===== src/rtl/dma_rqen_pkg.sv =====
package dma_rqen_pkg;
   // Index width for a channel number; never below one bit.
   function automatic int idx_w(input int n);
      return (n <= 2) ? 1 : $clog2(n);
   endfunction

   localparam int MAX_CH = 64;
endpackage


===== src/rtl/rqen_decode.sv =====
module rqen_decode #(
   parameter int NUM_CH = 12,
   localparam int CH_W = dma_rqen_pkg::idx_w(NUM_CH)
) (
   input  logic              wr_en,
   input  logic              all,
   input  logic [CH_W-1:0]   ch,
   output logic [NUM_CH-1:0] mask
);
   // A number at or above NUM_CH matches no channel, so it selects nothing.
   for (genvar c = 0; c < NUM_CH; c++) begin : g_ch
      assign mask[c] = wr_en & (all | (ch == CH_W'(c)));
   end
endmodule


===== src/rtl/rqen_bits.sv =====
module rqen_bits #(
   parameter int NUM_CH     = 12,
   parameter bit CLEAR_WINS = 1'b1
) (
   input  logic              clk,
   input  logic              rst_n,
   input  logic              bm_wr_en,
   input  logic [NUM_CH-1:0] bm_wr_data,
   input  logic [NUM_CH-1:0] set_mask,
   input  logic [NUM_CH-1:0] clr_mask,
   output logic [NUM_CH-1:0] en_q
);
   logic [NUM_CH-1:0] base;
   logic [NUM_CH-1:0] en_d;

   assign base = bm_wr_en ? bm_wr_data : en_q;

   if (CLEAR_WINS) begin : g_clr_wins
      assign en_d = (base | set_mask) & ~clr_mask;
   end else begin : g_set_wins
      assign en_d = (base & ~clr_mask) | set_mask;
   end

   always_ff @(posedge clk or negedge rst_n) begin
      if (!rst_n) en_q <= '0;
      else        en_q <= en_d;
   end

   p_set_r3: assert property (@(posedge clk) disable iff (!rst_n)
      (|(set_mask & ~clr_mask)) |=>
         ((en_q & $past(set_mask & ~clr_mask)) == $past(set_mask & ~clr_mask)));

   p_clear_r4: assert property (@(posedge clk) disable iff (!rst_n)
      (|(clr_mask & ~set_mask)) |=> ((en_q & $past(clr_mask & ~set_mask)) == '0));

   p_bitmap_r2: assert property (@(posedge clk) disable iff (!rst_n)
      bm_wr_en |=> (((en_q ^ $past(bm_wr_data)) & ~$past(set_mask | clr_mask)) == '0));

   p_keep_r2: assert property (@(posedge clk) disable iff (!rst_n)
      !bm_wr_en |=> (((en_q ^ $past(en_q)) & ~$past(set_mask | clr_mask)) == '0));
endmodule


===== src/rtl/rqen_pend.sv =====
module rqen_pend #(
   parameter int NUM_CH = 12
) (
   input  logic              clk,
   input  logic              rst_n,
   input  logic [NUM_CH-1:0] en,
   input  logic [NUM_CH-1:0] periph_req,
   input  logic [NUM_CH-1:0] sw_start,
   input  logic [NUM_CH-1:0] link_req,
   input  logic [NUM_CH-1:0] svc_ack,
   output logic [NUM_CH-1:0] pend_q
);
   for (genvar i = 0; i < NUM_CH; i++) begin : g_ch
      logic hit;
      // Only the peripheral source is gated by the enable bit.
      assign hit = (periph_req[i] & en[i]) | sw_start[i] | link_req[i];

      always_ff @(posedge clk or negedge rst_n) begin
         if (!rst_n)      pend_q[i] <= 1'b0;
         else if (hit)    pend_q[i] <= 1'b1;
         else if (svc_ack[i]) pend_q[i] <= 1'b0;
      end

      p_accept_r7: assert property (@(posedge clk) disable iff (!rst_n)
         (periph_req[i] && en[i]) |=> pend_q[i]);

      p_gate_r7: assert property (@(posedge clk) disable iff (!rst_n)
         (!en[i] && !sw_start[i] && !link_req[i] && !pend_q[i]) |=> !pend_q[i]);

      p_bypass_r8: assert property (@(posedge clk) disable iff (!rst_n)
         (sw_start[i] || link_req[i]) |=> pend_q[i]);

      p_hold_r9: assert property (@(posedge clk) disable iff (!rst_n)
         (pend_q[i] && !svc_ack[i]) |=> pend_q[i]);

      p_ack_r9: assert property (@(posedge clk) disable iff (!rst_n)
         (svc_ack[i] && !periph_req[i] && !sw_start[i] && !link_req[i]) |=> !pend_q[i]);
   end
endmodule


===== src/rtl/dma_chan_req_gate.sv =====
module dma_chan_req_gate #(
   parameter int NUM_CH     = 12,
   parameter bit CLEAR_WINS = 1'b1,
   localparam int CH_W = dma_rqen_pkg::idx_w(NUM_CH)
) (
   input  logic              clk,
   input  logic              rst_n,
   input  logic              bm_wr_en,
   input  logic [NUM_CH-1:0] bm_wr_data,
   input  logic              set_wr_en,
   input  logic              set_all,
   input  logic [CH_W-1:0]   set_ch,
   input  logic              clr_wr_en,
   input  logic              clr_all,
   input  logic [CH_W-1:0]   clr_ch,
   input  logic [NUM_CH-1:0] periph_req,
   input  logic [NUM_CH-1:0] sw_start,
   input  logic [NUM_CH-1:0] link_req,
   input  logic [NUM_CH-1:0] svc_ack,
   output logic [NUM_CH-1:0] enable_q,
   output logic [NUM_CH-1:0] pend_q
);
   if (NUM_CH < 1 || NUM_CH > dma_rqen_pkg::MAX_CH) begin : g_bad_cfg
      $error("dma_chan_req_gate: NUM_CH out of supported range");
   end

   logic [NUM_CH-1:0] set_mask;
   logic [NUM_CH-1:0] clr_mask;

   rqen_decode #(.NUM_CH(NUM_CH)) u_set_dec (
      .wr_en (set_wr_en),
      .all   (set_all),
      .ch    (set_ch),
      .mask  (set_mask)
   );

   rqen_decode #(.NUM_CH(NUM_CH)) u_clr_dec (
      .wr_en (clr_wr_en),
      .all   (clr_all),
      .ch    (clr_ch),
      .mask  (clr_mask)
   );

   rqen_bits #(.NUM_CH(NUM_CH), .CLEAR_WINS(CLEAR_WINS)) u_bits (
      .clk        (clk),
      .rst_n      (rst_n),
      .bm_wr_en   (bm_wr_en),
      .bm_wr_data (bm_wr_data),
      .set_mask   (set_mask),
      .clr_mask   (clr_mask),
      .en_q       (enable_q)
   );

   rqen_pend #(.NUM_CH(NUM_CH)) u_pend (
      .clk        (clk),
      .rst_n      (rst_n),
      .en         (enable_q),
      .periph_req (periph_req),
      .sw_start   (sw_start),
      .link_req   (link_req),
      .svc_ack    (svc_ack),
      .pend_q     (pend_q)
   );

   p_setall_r5: assert property (@(posedge clk) disable iff (!rst_n)
      (set_wr_en && set_all && !clr_wr_en) |=> (&enable_q));

   p_clrall_r5: assert property (@(posedge clk) disable iff (!rst_n)
      (clr_wr_en && clr_all) |=> (enable_q == '0));

   p_range_r10: assert property (@(posedge clk) disable iff (!rst_n)
      (!bm_wr_en && !clr_wr_en && set_wr_en && !set_all && (int'(set_ch) >= NUM_CH))
         |=> $stable(enable_q));
endmodule


===== config.mk =====
export PLATFORM = sky130hd
export DESIGN_NAME = dma_chan_req_gate
export DESIGN_NICKNAME = d
export VERILOG_FILES = /design/src/rtl/dma_rqen_pkg.sv /design/src/rtl/rqen_decode.sv /design/src/rtl/rqen_bits.sv /design/src/rtl/rqen_pend.sv /design/src/rtl/dma_chan_req_gate.sv
export SDC_FILE = /design/constraint.sdc
export NUM_CORES = 1
export LEC_CHECK = 0
export BUFFER_PORTS_ARGS = -buffer_cell sky130_fd_sc_hd__buf_2
export CAP_MARGIN = 20
export CORE_MARGIN = 2
export CORE_UTILIZATION = 44
export DETAILED_ROUTE_END_ITERATION = 10
export HOLD_SLACK_MARGIN = 0.03
export PLACE_DENSITY_LB_ADDON = 0.3
export SLEW_MARGIN = 20
export SYNTH_ARGS = -nofsm -noshare
export SYNTH_HDL_FRONTEND = slang
export SYNTH_HIERARCHICAL = 1
export SYNTH_SLANG_ARGS = --single-unit
export TNS_END_PERCENT = 100

===== constraint.sdc =====
create_clock -name clk -period 1 [get_ports clk]
set_input_delay 0.05 -clock clk [delete_from_list [all_inputs] [get_ports clk]]
set_output_delay 0.05 -clock clk [all_outputs]
set_load 0.1 [all_outputs]

# [Yosys cells after proc, flatten, opt, wreduce, memory -nomap -nowiden]
# Cells that the tools add are included.
[word_totals] regBits=24 input_bits=75 wordCells=161
[op_classes] n_bitwise=87 reduce_logical=14 eq_ne=22 mux=25
[op_table] op="bitwise OR 1 bit" n=48
[op_table] op="AND 1 bit" n=36
[op_table] op="equality test 4 x 3 -> 1 bit (second input constant)" n=8
[op_table] op="equality test 4 bit (second input constant)" n=8
[op_table] op="two-way mux 1 bit" n=24
[op_table] op="nonzero test 2 bit" n=12
[op_table] op="equality test 4 x 2 -> 1 bit (second input constant)" n=4
[op_table] op="AND 12 bit" n=1
[op_table] op="two-way mux 12 bit" n=1
[op_table] op="inverter 12 bit" n=1
[op_table] op="bitwise OR 12 bit" n=1
[op_table] op="equality test 4 x 1 -> 1 bit (second input constant)" n=2
[op_table] op="zero test 4 bit" n=2

# [Logic depth before layout (Yosys ltp)]
# Gate-level depths: netlist of run 1.
[depth] word_depth=5 mapped_depth=5 ltp_nobuf=4

# [Cells and area by module]
# The synthesis of run 1 kept the hierarchy.
[by_module_without_submodules] module="rqen_decode" area_per_inst_um2=290.3 cells_each=30 seq_area_each_um2=0.0 n_inst=2
[by_module_without_submodules] module="rqen_pend" area_per_inst_um2=555.5 cells_each=48 seq_area_each_um2=300.3 n_inst=1
[by_module_without_submodules] module="rqen_bits" area_per_inst_um2=536.8 cells_each=49 seq_area_each_um2=300.3 n_inst=1

# [Worst setup path before layout of run 1]
# OpenSTA, ideal clock, no wires.
[synth_timing] path_type="register to register" start="reg u_bits.en_q[0]" end="reg u_bits.en_q[0]" slack_ps=-308 t_arrival_ps=1230 path_stages_with_launch=3 synth_period_minus_slack_ps=1308 cell_sequence="dfrtp_1 > mux2i_1 > a21oi_1"
[synth_via] elab_chain_cells=3
[synth_lines] item="start, declared" line="rqen_bits.sv:11" rtl="output logic [NUM_CH-1:0] en_q"
[synth_lines] item="start signal, assigned" line="rqen_bits.sv:26" rtl="else en_q <= en_d;"
[synth_lines] item="two-way mux 12 bit" line="rqen_bits.sv:16" rtl="assign base = bm_wr_en ? bm_wr_data : en_q;"
[synth_lines] item="bitwise OR 12 bit" line="rqen_bits.sv:19" rtl="assign en_d = (base | set_mask) & ~clr_mask;"
[synth_lines] item="AND 12 bit" line="rqen_bits.sv:19"
[synth_lines] item="net u_bits.en_d[0]" line="rqen_bits.sv:14" rtl="logic [NUM_CH-1:0] en_d;"
# The timed path passes the listed nets, and every way through them passes these cells.
# A chain may end at the register's enable or synchronous reset.

# [Worst setup path in the final report of run 1]
[layout_timing] start="reg u_bits.en_q[5]" end="out enable_q[5]"
[layout_rtl] item="end, declared" line="dma_chan_req_gate.sv:20" rtl="output logic [NUM_CH-1:0] enable_q,"
# No word-level cell between the ends.

==> results.yml, run 1 <==
timing:
  min_period_ns: 1.04
  finClkSkew_ns: 0.00525
  worstMarginPinSlew_ns: 0.366
  slew_headroom: 0.756
  totalNegativeSetupSlack_ns: -0.229
  hold_slack_ns: 0.0803
  timing.final.crit_share: 1.04
  rsz0062_at_grt: "true"
  maxSlewViolCount: 0
  finalSetupViolations: 12
  fmax_mhz: 965
  final.setup.worst_slack_ns: -0.0360
  hold_violations: 0
critical_path:
  worst-path-stages: 1
  startpoint: "u_bits/en_q[5]$_DFF_PN0_"
  start_kind: "register"
  cp.required_ns: 0.95
  ff2ff_path_depth: 2
  slowest_stage: "dfrtp_4"
  r2r_end: "u_bits/en_q[5]$_DFF_PN0_"
  arrival_ns: 0.99
  crit_type: "reg2out"
  crit_path_end_kind: "output pin"
  rr_startpoint: "u_bits/en_q[5]$_DFF_PN0_"
  crit_path_max_incr_delay_ns: 0.53
  cp_cell_sequence: "buf_12"
  path_delay_family: "flip-flops"
  worst-r2r-setup-slack_ns: 0.03
  worst-path-max-fanout: 3
  crit_buf_inv: 1
  setup.worst_path.end: "enable_q[5]"
route:
  vias: 1822
  drt_iter0_markers: 51
  firstDrtPassIters: 4
  wl_per_cell_um: 17.3
  postRouteAntennaNets: 0
  vias_per_cell: 5.27
  drc_errors: 0
  drt_wl_total_um: 6000
clock_tree:
  post_cts_resized: 0
  clockBufferDepth: 2
  cts.htree.levels: 1
  postCtsSetupBuffers: 0
  insertion_delay_ns: 0.28
  numCtsBuffers: 3
  cts_tree: "done"
  cts_sinks: 24
  clk_pin_slew_ns: 0.09
  cts-root-buf: "clkbuf_8"
floorplan:
  design.die.area_um2: 4310
  start_util: 0.457
  num_rows: 22
  chipWidth_um: 65.7
  core-area_um2: 3660
  io_pins: 99
  fp.dieH_um: 65.7
final_layout:
  num-fill-cells: 179
  syn_to_final_growth_pct: 87.1
  final_cells: 346
  fin_nets: 373
  stdcell_area_um2: 3130
  fin_util: 0.855
  final_layout_size_suffix_gt1_frac: 0.525
logic_synthesis:
  synthSimpleGateAreaFrac: 0.185
  post_synth_num_cell_types: 15
  synth_top_family_by_area: "compound AO/OA/AOI/OAI gates"
  avgSynthCellArea_um2: 10.7
  synth-xor-area-share: 0
  synthMuxAreaShare: 0.0718
  synth_cells: 157
  synth_fp_nets: 232
  synthesis.area_um2: 1670
  ys_warn_count: 6
  synthAdderAreaFrac: 0
  synth_compound_area_frac: 0.269
  yosys_register_bits: 24
  yosysSeqAreaShare: 0.359
status:
  failed_checks: "setup timing"
  status: "complete, but fails checks"
global_route:
  busiest_layer: "met2"
  met1_usage: 0.361
  met2_usage: 0.523
  grtUsageTotal: 0.296
  grt_pass1_wl_um: 9560
  grt_pass1_vias: 1955
  grt_start_max_net_pins: 14
  grt_overflow_total: 0
  met3_usage: 0.0291
  antenna_found_initial: 1
placement:
  dp_cells: 292
  gp_congestion: 0.710
  port_buffers: 98
  place.detailed.hpwl_um: 3380
  place_ws_ns: 0.0437
  dpl_cell_area_um2: 2580
run:
  max_cap_violations: 0
worst_hold_path:
  hp-class: "in2reg"
power_and_ir_drop:
  power.density_nw_per_um2: 1130
  p_leak_nw: 1.43
  totalPowerFinal_mw: 3.52
  peakVddDrop_mv: 0.766
Yosys cell counts, drive strengths merged:
library cell  count  area, um^2
dfrtp            24         601
inv              24        90.1
o21a             24         180
a211oi           12         150
a21oi            12        60.1
mux2i            12         120
o21ai            12        60.1
and4bb           10         125
buf               9        86.3
nor4b             8         120
and4b             4        40.0
clkbuf            4        15.0
nor4              2        25.0
metal layers:
layer	vias up	wire length, um
met1	881	2300
met2	72	3180
li1	856	-
met5	-	0
met4	0	177
met3	13	341
worst min-delay path by stage:
stage / cells past startpoint / endpoint / start
final: 3 / u_bits/en_q[0]$_DFF_PN0_ / bm_wr_data[0]
after global routing: 3 / u_bits/en_q[10]$_DFF_PN0_ / bm_wr_data[10]
after CTS: 3 / u_bits/en_q[11]$_DFF_PN0_ / bm_wr_data[11]
after detailed placement: 1 / u_pend/pend_q[6]$_DFFE_PN0P_ / rst_n
after global placement: 1 / u_pend/pend_q[6]$_DFFE_PN0P_ / rst_n
after floorplan: 0 / u_pend/pend_q[0]$_DFFE_PN0P_ / rst_n
layout make-up:
cell class / count / area (um^2) / area share
antenna: 1 / 2.50 / 0.000799
tap: 48 / 60.1 / 0.0192
clock buffer: 4 / 55.1 / 0.0176
sequential: 24 / 661 / 0.211
inverter: 24 / 90.1 / 0.0288
timing repair buffer: 149 / 1380 / 0.441
multi-input combinational: 96 / 881 / 0.281
power breakdown:
part	switching, mW	internal, mW	leakage, nW	total, mW
sequential	0.121	1.09	0.239	1.21
combinational	0.929	0.699	1.17	1.63
clock	0.332	0.353	0.0288	0.685
kinds of logic (layout without fill, tap and decap cells):
logic type	after synthesis	count (layout)
simple gates	24	24
other cells	0	1
mux	12	12
buf+inv	37	177
flops	24	24
compound gates	60	60
what timing repair did:
| item | 4_1_cts | 5_1_grt |
|---|---|---|
| setup endpoints to repair | 12 | 12 |
| hold buffers | 49 | 0 |
| pin swaps | 0 | 0 |
| hold endpoints to repair | 36 | 0 |
registers in the layout, indices dropped and copies added, names as in the netlist:
| name | flops |
|---|---|
| u_bits/en_q | 12 |
| u_pend/pend_q | 12 |
cell usage in the layout, fill, tap and decap left out:
master / count
diode_2: 1
mux2i_1: 12
buf_12: 26
and4bb_2: 6
nor4b_2: 8
buf_2: 74
a211oi_2: 12
dfrtp_2: 12
dfrtp_4: 12
a21oi_1: 12
dlygate4sd3_1: 49
nor4_2: 2
clkbuf_8: 4
and4bb_1: 4
o21a_1: 24
o21ai_1: 12
inv_1: 24
and4b_1: 4
Note: power is estimated with default switching activity, not from simulation.
==> run 2: changes to the inputs <==
--- a/config.mk
+++ b/config.mk
@@ -5,10 +5,11 @@
 export SDC_FILE = /design/constraint.sdc
 export NUM_CORES = 1
 export LEC_CHECK = 0
+export ABC_AREA = 1
 export BUFFER_PORTS_ARGS = -buffer_cell sky130_fd_sc_hd__buf_2
 export CAP_MARGIN = 20
-export CORE_MARGIN = 2
-export CORE_UTILIZATION = 44
+export CORE_MARGIN = 10
+export CORE_UTILIZATION = 43
 export DETAILED_ROUTE_END_ITERATION = 10
 export HOLD_SLACK_MARGIN = 0.03
 export PLACE_DENSITY_LB_ADDON = 0.3
==> results.yml, run 2 <==
clock_tree:
  cts-root-buf: "clkbuf_8"
  post_cts_resized: 0
  clockBufferDepth: 2
  cts_tree: "done"
  holdBufCountCts: 36
  clk_pin_slew_ns: 0.08
  numCtsBuffers: 3
  postCtsSetupBuffers: 0
  cts_sinks: 24
  cts.htree.levels: 1
  insertion_delay_ns: 0.26
power_and_ir_drop:
  switching_share: 0.398
  combinationalPowerShare: 0.459
  seqPwrFrac: 0.348
  p_sw_mw: 1.33
  power.density_nw_per_um2: 1160
  p_leak_nw: 1.55
  p_int_mw: 2.02
  peakVddDrop_mv: 0.813
  clkPwrFrac: 0.193
logic_synthesis:
  yosysSeqAreaShare: 0.383
  synthArstFlopShare: 1.00
  yosysMostFrequentCell: "nand2_1"
  ys_warn_count: 6
  synth_fp_nets: 326
  yosys_register_bits: 24
  synth_cells: 251
  yosys.area.top_type_share: 0.383
  post_synth_num_cell_types: 12
  synth-edff-count: 0
  synth_top_cell_by_area: "dfrtp_1"
  synth.top_cells.by_count: "nand2_1, inv_1, dfrtp_1"
  avgSynthCellArea_um2: 6.25
  synth_area_leaders: "dfrtp_1, nand2_1, inv_1"
  synth_ff_type: "dfrtp_1"
  synthesis.area_um2: 1570
floorplan:
  fp.dieH_um: 80.4
  design.die.area_um2: 6460
  start_util: 0.456
  io_pins: 99
  num_rows: 21
  chipWidth_um: 80.4
  core-area_um2: 3440
timing:
  min_period_ns: 0.942
  finClkSkew_ns: 0.00213
  worstMarginPinSlew_ns: 0.546
  slew_headroom: 0.636
  final.setup.worst_slack_ns: 0.0583
  maxSlewViolCount: 0
  fmax_mhz: 1060
  totalNegativeSetupSlack_ns: 0
  timing.final.crit_share: 0.942
  hold_violations: 0
  finalSetupViolations: 0
  rsz0062_at_grt: "false"
critical_path:
  worst-path-max-fanout: 3
  cp.required_ns: 0.95
  worst-r2r-setup-slack_ns: 0.16
  crit_path_end_kind: "output pin"
  crit_buf_inv: 1
  start_kind: "register"
  crit_path_max_incr_delay_ns: 0.45
  crit_type: "reg2out"
  cp_cell_sequence: "buf_12"
  arrival_ns: 0.89
  path_delay_family: "flip-flops"
  slowest_stage: "dfrtp_2"
global_route:
  grt_start_max_net_pins: 25
  grt_pass1_wl_um: 10100
  antenna_found_initial: 1
  grt_overflow_total: 0
  grt_pass1_vias: 2147
  grtUsageTotal: 0.193
route:
  drt_wl_total_um: 6350
  vias: 2041
  drt_iter0_markers: 160
  wl_per_cell_um: 14.7
  vias_per_cell: 4.74
  firstDrtPassIters: 4
  drc_errors: 0
  postRouteAntennaNets: 0
final_layout:
  layout_common_cells: "nand2_1, buf_2, inv_1"
  final_common_cell: "nand2_1"
  multiInputGateArea_um2: 693
  final_layout_size_suffix_gt1_frac: 0.367
  reg_top3: "u_bits/en_q (12), u_pend/pend_q (12)"
  fin_nets: 460
  num-fill-cells: 206
  syn_to_final_growth_pct: 84.2
  seq_area_um2: 631
run:
  max_cap_violations: 0
worst_hold_path:
  hp-class: "in2reg"
placement:
  place_ws_ns: 0.0960
  gp_congestion: 0.881
  port_buffers: 98
  place.detailed.hpwl_um: 4180
status:
  status: "finished, final reports clean"
run 2: changes by cell type after synthesis, moves of 6 or more:
cell	previous run	this run
a211oi_2	12	0
a21oi_1	12	20
and4bb_2	6	0
inv_1	24	61
mux2i_1	12	0
nand2_1	0	84
nand3_1	0	23
nor2_1	0	19
nor2_2	0	8
nor4b_2	8	0
o21a_1	24	0
o21ai_1	12	0
run 2: logic make-up after synthesis:
group           after synthesis  share of synthesized area
simple gates                135                      0.356
compound gates               24                     0.0861
flops                        24                      0.383
buf+inv                      68                      0.175
run 2: final timing paths:
kind | start | endpoint | depth (start not counted)
max | u_bits/en_q[9]$_DFF_PN0_ | enable_q[9] | 1
min | svc_ack[3] | u_pend/pend_q[3]$_DFFE_PN0P_ | 4
max reg2reg | u_bits/en_q[10]$_DFF_PN0_ | u_bits/en_q[10]$_DFF_PN0_ | 4
min reg2reg | u_pend/pend_q[3]$_DFFE_PN0P_ | u_pend/pend_q[3]$_DFFE_PN0P_ | 2
max in group asynchronous | rst_n | u_bits/en_q[9]$_DFF_PN0_ | 2
min in group asynchronous | rst_n | u_pend/pend_q[6]$_DFFE_PN0P_ | 2
run 2: power groups by stage:
stage                     registers (mW)  logic (mW)  clock network (mW)
final                               1.17        1.54               0.646
after global routing                1.18        1.63               0.688
after CTS                           1.16        1.52               0.656
after detailed placement            1.18        1.40                   0
after global placement              1.18        1.38                   0
after floorplan                     1.69       0.287                   0
run 2: layout make-up:
class | instances | share of cell area
timing repair buffer | 135 | 0.422
clock buffer | 4 | 0.0190
multi-input combinational | 159 | 0.240
tap | 46 | 0.0199
sequential | 24 | 0.218
inverter | 62 | 0.0805
antenna | 1 | 0.000866
run 2: metrics by stage:
| stage | area, um^2 | cells | hold slack, ns | total power, mW | util |
|---|---|---|---|---|---|
| after floorplan | 1600 | 251 | -0.246 | 1.98 | - |
| after global placement | 2470 | 390 | 0.0694 | 2.56 | 0.718 |
| after detailed placement | 2470 | 390 | 0.0645 | 2.58 | 0.718 |
| final | 2890 | 431 | 0.0302 | 3.35 | 0.840 |
| after global routing | 2890 | 431 | 0.0418 | 3.49 | 0.840 |
| after CTS | 2890 | 430 | 0.0322 | 3.33 | 0.839 |
run 2: tightest hold or removal path, stage by stage:
cell     delay [ns]
buf_2          0.07
inv_1          0.03
nand2_1        0.04
nand3_1        0.06
run 2: routing by layer:
metal | GRT usage | part of all wire | up-vias
li1 | - | - | 1001
met1 | 0.200 | 0.36 | 930
met2 | 0.363 | 0.53 | 98
met3 | 0.0401 | 0.080 | 12
met4 | 0.0792 | 0.021 | 0
met5 | 0 | 0 | -
